`src/rtl/burst_read_pkg.sv`:
```
package burst_read_pkg;

  localparam int DATA_W = 32;
  localparam int CRC_W = 32;
  localparam logic [CRC_W-1:0] CRC_POLY = 32'hEDB88320;
  localparam logic [CRC_W-1:0] CRC_SEED = 32'hFFFFFFFF;

  typedef struct packed {
    logic startCmd;
    logic arm;
    logic loadWord;
    logic shiftData;
    logic shiftCrc;
  } ctrlStrobe_t;

  typedef enum logic [1:0] {
    OUT_ZERO,
    OUT_STATUS,
    OUT_DATA,
    OUT_CRC
  } outSel_e;

  function automatic logic [2:0] sizeBytes(input logic [1:0] code);
    case (code)
      2'd0: sizeBytes = 3'd1;
      2'd1: sizeBytes = 3'd2;
      default: sizeBytes = 3'd4;
    endcase
  endfunction

  function automatic logic [5:0] sizeBits(input logic [1:0] code);
    case (code)
      2'd0: sizeBits = 6'd8;
      2'd1: sizeBits = 6'd16;
      default: sizeBits = 6'd32;
    endcase
  endfunction

  function automatic logic [CRC_W-1:0] crcStep(input logic [CRC_W-1:0] c, input logic b);
    crcStep = (c >> 1) ^ ((b ^ c[0]) ? CRC_POLY : '0);
  endfunction

endpackage

```
`src/rtl/burst_read_ctrl.sv`:
```
module burst_read_ctrl
  import burst_read_pkg::*;
#(
  parameter int CNT_W = 16
) (
  input  logic             clk,
  input  logic             rstN,
  input  logic             start,
  input  logic [CNT_W-1:0] wordCount,
  input  logic [1:0]       wordSize,
  input  logic             shiftEn,
  input  logic             bufValid,
  output ctrlStrobe_t      strobe,
  output outSel_e          outSel,
  output logic             busy
);

  typedef enum logic [2:0] {
    ST_IDLE,
    ST_ARM,
    ST_STATUS,
    ST_DATA,
    ST_CRC
  } state_e;

  localparam logic [5:0] CRC_LAST = 6'(CRC_W - 1);

  state_e           state;
  logic [CNT_W-1:0] wordsLeft;
  logic [5:0]       bitCnt;
  logic [1:0]       sizeReg;

  always_comb begin
    strobe = '0;
    outSel = OUT_ZERO;
    case (state)
      ST_IDLE:   strobe.startCmd = start;
      ST_ARM:    strobe.arm = 1'b1;
      ST_STATUS: begin
        outSel = OUT_STATUS;
        strobe.loadWord = shiftEn && bufValid;
      end
      ST_DATA: begin
        outSel = OUT_DATA;
        strobe.shiftData = shiftEn;
      end
      ST_CRC: begin
        outSel = OUT_CRC;
        strobe.shiftCrc = shiftEn;
      end
      default: ;
    endcase
  end

  always_ff @(posedge clk or negedge rstN) begin
    if (!rstN) begin
      state     <= ST_IDLE;
      wordsLeft <= '0;
      bitCnt    <= '0;
      sizeReg   <= '0;
    end else begin
      case (state)
        ST_IDLE: if (start) begin
          sizeReg   <= wordSize;
          wordsLeft <= wordCount;
          bitCnt    <= CRC_LAST;
          state     <= (wordCount == '0) ? ST_CRC : ST_ARM;
        end
        ST_ARM: state <= ST_STATUS;
        ST_STATUS: if (strobe.loadWord) begin
          bitCnt    <= sizeBits(sizeReg) - 6'd1;
          wordsLeft <= wordsLeft - 1'b1;
          state     <= ST_DATA;
        end
        ST_DATA: if (shiftEn) begin
          if (bitCnt == '0) begin
            bitCnt <= CRC_LAST;
            state  <= (wordsLeft == '0) ? ST_CRC : ST_STATUS;
          end else begin
            bitCnt <= bitCnt - 6'd1;
          end
        end
        ST_CRC: if (shiftEn) begin
          if (bitCnt == '0) state <= ST_IDLE;
          else bitCnt <= bitCnt - 6'd1;
        end
        default: state <= ST_IDLE;
      endcase
    end
  end

  assign busy = (state != ST_IDLE);

endmodule

```
`src/rtl/burst_read_dp.sv`:
```
module burst_read_dp
  import burst_read_pkg::*;
#(
  parameter int ADDR_W = 32,
  parameter int CNT_W  = 16
) (
  input  logic              clk,
  input  logic              rstN,
  input  ctrlStrobe_t       strobe,
  input  outSel_e           outSel,
  input  logic [ADDR_W-1:0] startAddr,
  input  logic [CNT_W-1:0]  wordCount,
  input  logic [1:0]        wordSize,
  input  logic              busAck,
  input  logic              busErr,
  input  logic [DATA_W-1:0] busData,
  input  logic              errClr,
  output logic              busReq,
  output logic [ADDR_W-1:0] busAddr,
  output logic [1:0]        busSize,
  output logic              bufValid,
  output logic              tdo,
  output logic              errFlag
);

  logic [ADDR_W-1:0] addrReg;
  logic [CNT_W-1:0]  readsLeft;
  logic [1:0]        sizeReg;
  logic              armed;
  logic [DATA_W-1:0] bufWord;
  logic [DATA_W-1:0] shifter;
  logic [CRC_W-1:0]  crcReg;
  logic              readDone;

  assign busReq   = armed && (readsLeft != '0) && !bufValid;
  assign readDone = busReq && busAck;
  assign busAddr  = addrReg;
  assign busSize  = sizeReg;

  // Fetch side: one-word prefetch buffer fed by the bus.
  always_ff @(posedge clk or negedge rstN) begin
    if (!rstN) begin
      addrReg   <= '0;
      readsLeft <= '0;
      sizeReg   <= '0;
      armed     <= 1'b0;
      bufValid  <= 1'b0;
      bufWord   <= '0;
    end else if (strobe.startCmd) begin
      addrReg   <= startAddr;
      readsLeft <= wordCount;
      sizeReg   <= wordSize;
      armed     <= 1'b0;
      bufValid  <= 1'b0;
    end else begin
      if (strobe.arm) armed <= 1'b1;
      if (readDone) begin
        bufWord   <= busData;
        bufValid  <= 1'b1;
        addrReg   <= addrReg + ADDR_W'(sizeBytes(sizeReg));
        readsLeft <= readsLeft - 1'b1;
      end else if (strobe.loadWord) begin
        bufValid <= 1'b0;
      end
    end
  end

  // Shift side: word shifter and running checksum.
  always_ff @(posedge clk or negedge rstN) begin
    if (!rstN) begin
      shifter <= '0;
      crcReg  <= CRC_SEED;
    end else if (strobe.startCmd) begin
      crcReg <= CRC_SEED;
    end else if (strobe.loadWord) begin
      shifter <= bufWord;
    end else if (strobe.shiftData) begin
      crcReg  <= crcStep(crcReg, shifter[0]);
      shifter <= shifter >> 1;
    end else if (strobe.shiftCrc) begin
      crcReg <= crcReg >> 1;
    end
  end

  always_ff @(posedge clk or negedge rstN) begin
    if (!rstN) errFlag <= 1'b0;
    else if (readDone && busErr) errFlag <= 1'b1;
    else if (errClr) errFlag <= 1'b0;
  end

  always_comb begin
    case (outSel)
      OUT_STATUS: tdo = bufValid;
      OUT_DATA:   tdo = shifter[0];
      OUT_CRC:    tdo = crcReg[0];
      default:    tdo = 1'b0;
    endcase
  end

endmodule

```
`src/rtl/burst_read_tx.sv`:
```
module burst_read_tx
  import burst_read_pkg::*;
#(
  parameter int ADDR_W = 32,
  parameter int CNT_W  = 16
) (
  input  logic              clk,
  input  logic              rstN,
  input  logic              start,
  input  logic [ADDR_W-1:0] startAddr,
  input  logic [CNT_W-1:0]  wordCount,
  input  logic [1:0]        wordSize,
  input  logic              shiftEn,
  output logic              busReq,
  output logic [ADDR_W-1:0] busAddr,
  output logic [1:0]        busSize,
  input  logic              busAck,
  input  logic              busErr,
  input  logic [31:0]       busData,
  input  logic              errClr,
  output logic              tdo,
  output logic              busy,
  output logic              errFlag
);

  ctrlStrobe_t strobe;
  outSel_e     outSel;
  logic        bufValid;

  burst_read_ctrl #(.CNT_W(CNT_W)) u_ctrl (
    .clk       (clk),
    .rstN      (rstN),
    .start     (start),
    .wordCount (wordCount),
    .wordSize  (wordSize),
    .shiftEn   (shiftEn),
    .bufValid  (bufValid),
    .strobe    (strobe),
    .outSel    (outSel),
    .busy      (busy)
  );

  burst_read_dp #(.ADDR_W(ADDR_W), .CNT_W(CNT_W)) u_dp (
    .clk       (clk),
    .rstN      (rstN),
    .strobe    (strobe),
    .outSel    (outSel),
    .startAddr (startAddr),
    .wordCount (wordCount),
    .wordSize  (wordSize),
    .busAck    (busAck),
    .busErr    (busErr),
    .busData   (busData),
    .errClr    (errClr),
    .busReq    (busReq),
    .busAddr   (busAddr),
    .busSize   (busSize),
    .bufValid  (bufValid),
    .tdo       (tdo),
    .errFlag   (errFlag)
  );

endmodule

```
`config.mk`:
```
export PLATFORM = sky130hd
export DESIGN_NAME = burst_read_tx
export DESIGN_NICKNAME = d
export VERILOG_FILES = /design/src/rtl/burst_read_pkg.sv /design/src/rtl/burst_read_ctrl.sv /design/src/rtl/burst_read_dp.sv /design/src/rtl/burst_read_tx.sv
export SDC_FILE = /design/constraint.sdc
export NUM_CORES = 1
export LEC_CHECK = 0
export CELL_PAD_IN_SITES_DETAIL_PLACEMENT = 1
export CELL_PAD_IN_SITES_GLOBAL_PLACEMENT = 1
export CORE_ASPECT_RATIO = 0.5
export CORE_UTILIZATION = 38
export DETAILED_ROUTE_END_ITERATION = 6
export GPL_ROUTABILITY_DRIVEN = 0
export MAX_ROUTING_LAYER = met4
export PLACE_DENSITY_LB_ADDON = 0.1
export SYNTH_ARGS = -nofsm -noshare
export SYNTH_HDL_FRONTEND = slang
export SYNTH_SLANG_ARGS = --single-unit
export TNS_END_PERCENT = 1
```
`constraint.sdc`:
```
create_clock -name clk -period 2.2 [get_ports clk]
set_input_delay 0.33 -clock clk [delete_from_list [all_inputs] [get_ports clk]]
set_output_delay 0.33 -clock clk [all_outputs]
set_load 0.01 [all_outputs]
```
==> impl_metrics.py <==
metrics = {
    "yosys": {
        "synth_edf_count": 0,
        "synth_area_per_cell_um2": 9.55,
        "synth_area_mm2": 0.00864,
        "synth_top_family_by_area": "simple AND/OR/NAND/NOR gates",
        "yosysTopAreaCell": "dfrtp_1",
        "synth_cell_type_count": 55,
        "synth-seq-cells": 174,
        "synth.area.top_cells": "dfrtp_1, dfstp_2, nand2_1",
        "async_flop_share_pct": 100,
        "synth-xor-area-share_pct": 5.98,
        "synth_warnings": 0,
        "ys_seq_area_share_pct": 50.9,
        "netlist.area_leader.share_pct": 41.1,
        "synth_nets": 1002,
        "muxShareOfSynthArea_pct": 8.23,
        "synthSimpleGateAreaFrac_pct": 18.3,
        "synthFlopType": "dfrtp_1",
        "synth_fa_ha_area_share_pct": 1.39,
        "synth_compound_area_share_pct": 12.1,
        "synth_cells": 904,
    },
    "setup_path": {
        "ff2ff_path_depth": 6,
        "endpoint_kind": "flop",
        "critPathMaxFanout": 4,
        "crit_type": "flop to flop",
        "start_kind": "flop",
        "rr_endpoint": "u_ctrl.wordsLeft[11]",
        "r2r_start": "u_ctrl.wordsLeft[0]",
        "critical_path_arrival_ns": 2.60,
        "reg2reg_slack_ns": -0.06,
        "critical_path.startpoint": "u_ctrl.wordsLeft[0]",
        "required_ns": 2.54,
    },
    "floorplan": {
        "fp.dieW_um": 215,
        "chipHeight_um": 109,
        "dieArea_mm2": 0.0234,
        "fp-row-count": 38,
        "pin_count": 127,
        "core_mm2": 0.0220,
        "initial_utilization_pct": 39.3,
    },
    "grt": {
        "antenna_found_initial": 0,
        "grt_pass1_vias": 7333,
        "grt_max_degree": 116,
        "gr-total-overflow": 0,
        "grt_pass1_wl_um": 38000,
        "grt_use_total_pct": 21.4,
    },
    "place": {
        "hpwl_um": 16200,
        "io_buffer_count": 126,
        "placed_cell_area_mm2": 0.0106,
    },
    "drt": {
        "routedWlPerCell_um": 16.8,
        "drt-total-wl_um": 23100,
        "drc_errors": 0,
        "vias_per_cell": 5.20,
        "drt_iter0_markers": 326,
        "drt_first_pass_iters": 4,
        "via_count": 7143,
        "ant_nets": 0,
    },
    "clock_tree": {
        "cts_sinks": 174,
        "clk_path_buf_depth": 2,
        "h-tree-depth": 4,
        "cts_buffers": 17,
        "cts_tree": "done",
        "clkTransAtPathRegs_ns": 0.07,
        "root_buffer": "clkbuf_16",
        "clk_latency_ns": 0.45,
    },
    "sta": {
        "hold_viol": 0,
        "tightest_slew_ns": 0.655,
        "period_minus_slack_ns": 2.26,
        "finalCritPeriodShare_pct": 103,
        "rsz0062_at_grt": "true",
        "finalSetupViolCount": 3,
        "tns_ns": -0.0962,
        "setup_slack_ns": -0.0588,
        "slew_viol_final": 0,
        "fmax_mhz": 443,
        "clock_skew_ns": 0.0111,
        "relSlewSlack_pct": 55.9,
    },
    "final_layout": {
        "diodes": 0,
        "area_delta_synth_final_pct": 30.9,
        "fillers": 2480,
        "drive_gt1_share_pct": 17.1,
        "fin_area_mm2": 0.0113,
        "layout.nets": 1158,
    },
    "run": {
        "drv_cap": 0,
    },
    "status": {
        "violations": "setup timing",
        "status": "finished, violations left",
    },
    "power": {
        "leakage_uw": 0.00474,
        "p_per_area_mw_per_mm2": 571,
        "ir_worst_vdd_mv": 0.378,
        "fin_total_pwr_uw": 6450,
    },
    "worst_hold_path": {
        "hold_path.class": "input pin to async pin",
    },
}
## report_power, final
group	internal [µW]	switching, µW	leakage, µW	total (µW)
logic	165	116	0.00218	281
clock network	1630	1340	0.000276	2970
registers	3200	0.0000000000000187	0.00228	3200
## worst max-delay path: stages (launching register included)
cell and delay [ns]:
dfrtp_1 0.41, or4_4 0.55, or3_4 0.37, or4_4 0.48
nor2_4 0.11, a41oi_1 0.12, o21a_1 0.12
## synth_stat cells, drive strengths merged (17+ instances only)
cell type and count:
xnor2 39, o21ai 117, mux2 32, xor2 20, nand3 28, clkbuf 32
dfrtp 142, dfstp 32, a21oi 46, nor2 61, nor3 29, nand2 147
mux2i 35, buf 17
## metrics by stage
step / hold slack (ns) / worst slack, ns / utilization (%) / std cells
2_1_floorplan: 0.0344 / 0.0392 / - / 904
3_3_place_gp: 0.355 / -0.243 / 48.4 / 1339
3_5_place_dp: 0.354 / -0.214 / 48.4 / 1339
4_1_cts: 0.415 / -0.0652 / 51.1 / 1372
5_1_grt: 0.425 / -0.120 / 51.5 / 1373
6_report: 0.416 / -0.0588 / 51.5 / 1373
## cell families (layout without fill, tap and decap cells)
| kind of cell | after synthesis | in the layout |
|---|---|---|
| AOI/OAI and AO/OA | 192 | 192 |
| and+or+nand+nor | 338 | 338 |
| xor gates and xnor gates | 59 | 59 |
| muxes | 67 | 67 |
| adders and majority gates | 9 | 9 |
| buffers and inverters | 65 | 234 |
| DFF | 174 | 174 |
## registers in the layout, indices dropped and copies added (netlist names)
name,flops
u_ctrl.wordsLeft,16
u_dp.busAddr,32
u_ctrl.state,3
u_dp.busSize,2
u_dp.crcReg,32
u_dp.armed,1
u_ctrl.bitCnt,6
u_dp.bufWord,32
u_dp.errFlag,1
u_dp.bufValid,1
u_dp.readsLeft,16
u_dp.shifter,32
## final cells by class
class | instances | area [µm²] | area share [%]
Clock buffer | 21 | 460 | 4.07
Inverter | 16 | 60.1 | 0.531
Tap cell | 300 | 375 | 3.32
Sequential cell | 174 | 4400 | 38.9
Timing Repair Buffer | 186 | 1830 | 16.2
Multi-Input combinational cell | 665 | 4080 | 36.1
Clock inverter | 11 | 110 | 0.974
## layer usage
metal / part of all wire [%] / GRT usage [%]
met5: 0 / -
met1: 48 / 27.3
met3: 3.3 / 4.78
met2: 47 / 34.4
met4: 1.0 / 6.28
## worst max-delay path by stage
stage,end,depth (start not counted),slack [ns]
2_1_floorplan,u_ctrl.state[2],8,0.04
3_3_place_gp,u_ctrl.state[2],9,-0.24
3_5_place_dp,u_ctrl.state[2],9,-0.21
4_1_cts,u_ctrl.state[2],8,-0.07
5_1_grt,u_ctrl.wordsLeft[11],6,-0.12
6_report,u_ctrl.wordsLeft[11],6,-0.06
## what timing repair did
action	CTS	global route
pin swaps	0	3
hold buffers	1	0
buffers inserted	0	1
endpoints found under the hold margin	47	0
endpoints found under the setup margin	10	34
gates resized for setup	13	15
## cells in the final DEF, fill, tap and decap left out, types with 20 or more instances in the layout
master / instances
clkdlybuf4s50_1: 122
nand3_1: 25
mux2i_1: 35
xor2_1: 20
dfrtp_1: 141
nor3_1: 28
dfstp_2: 32
buf_4: 50
nand2_1: 147
xnor2_1: 39
o21ai_0: 100
a21oi_1: 44
nor2_1: 58
mux2_2: 31
Power figures use the tool's default switching activity.
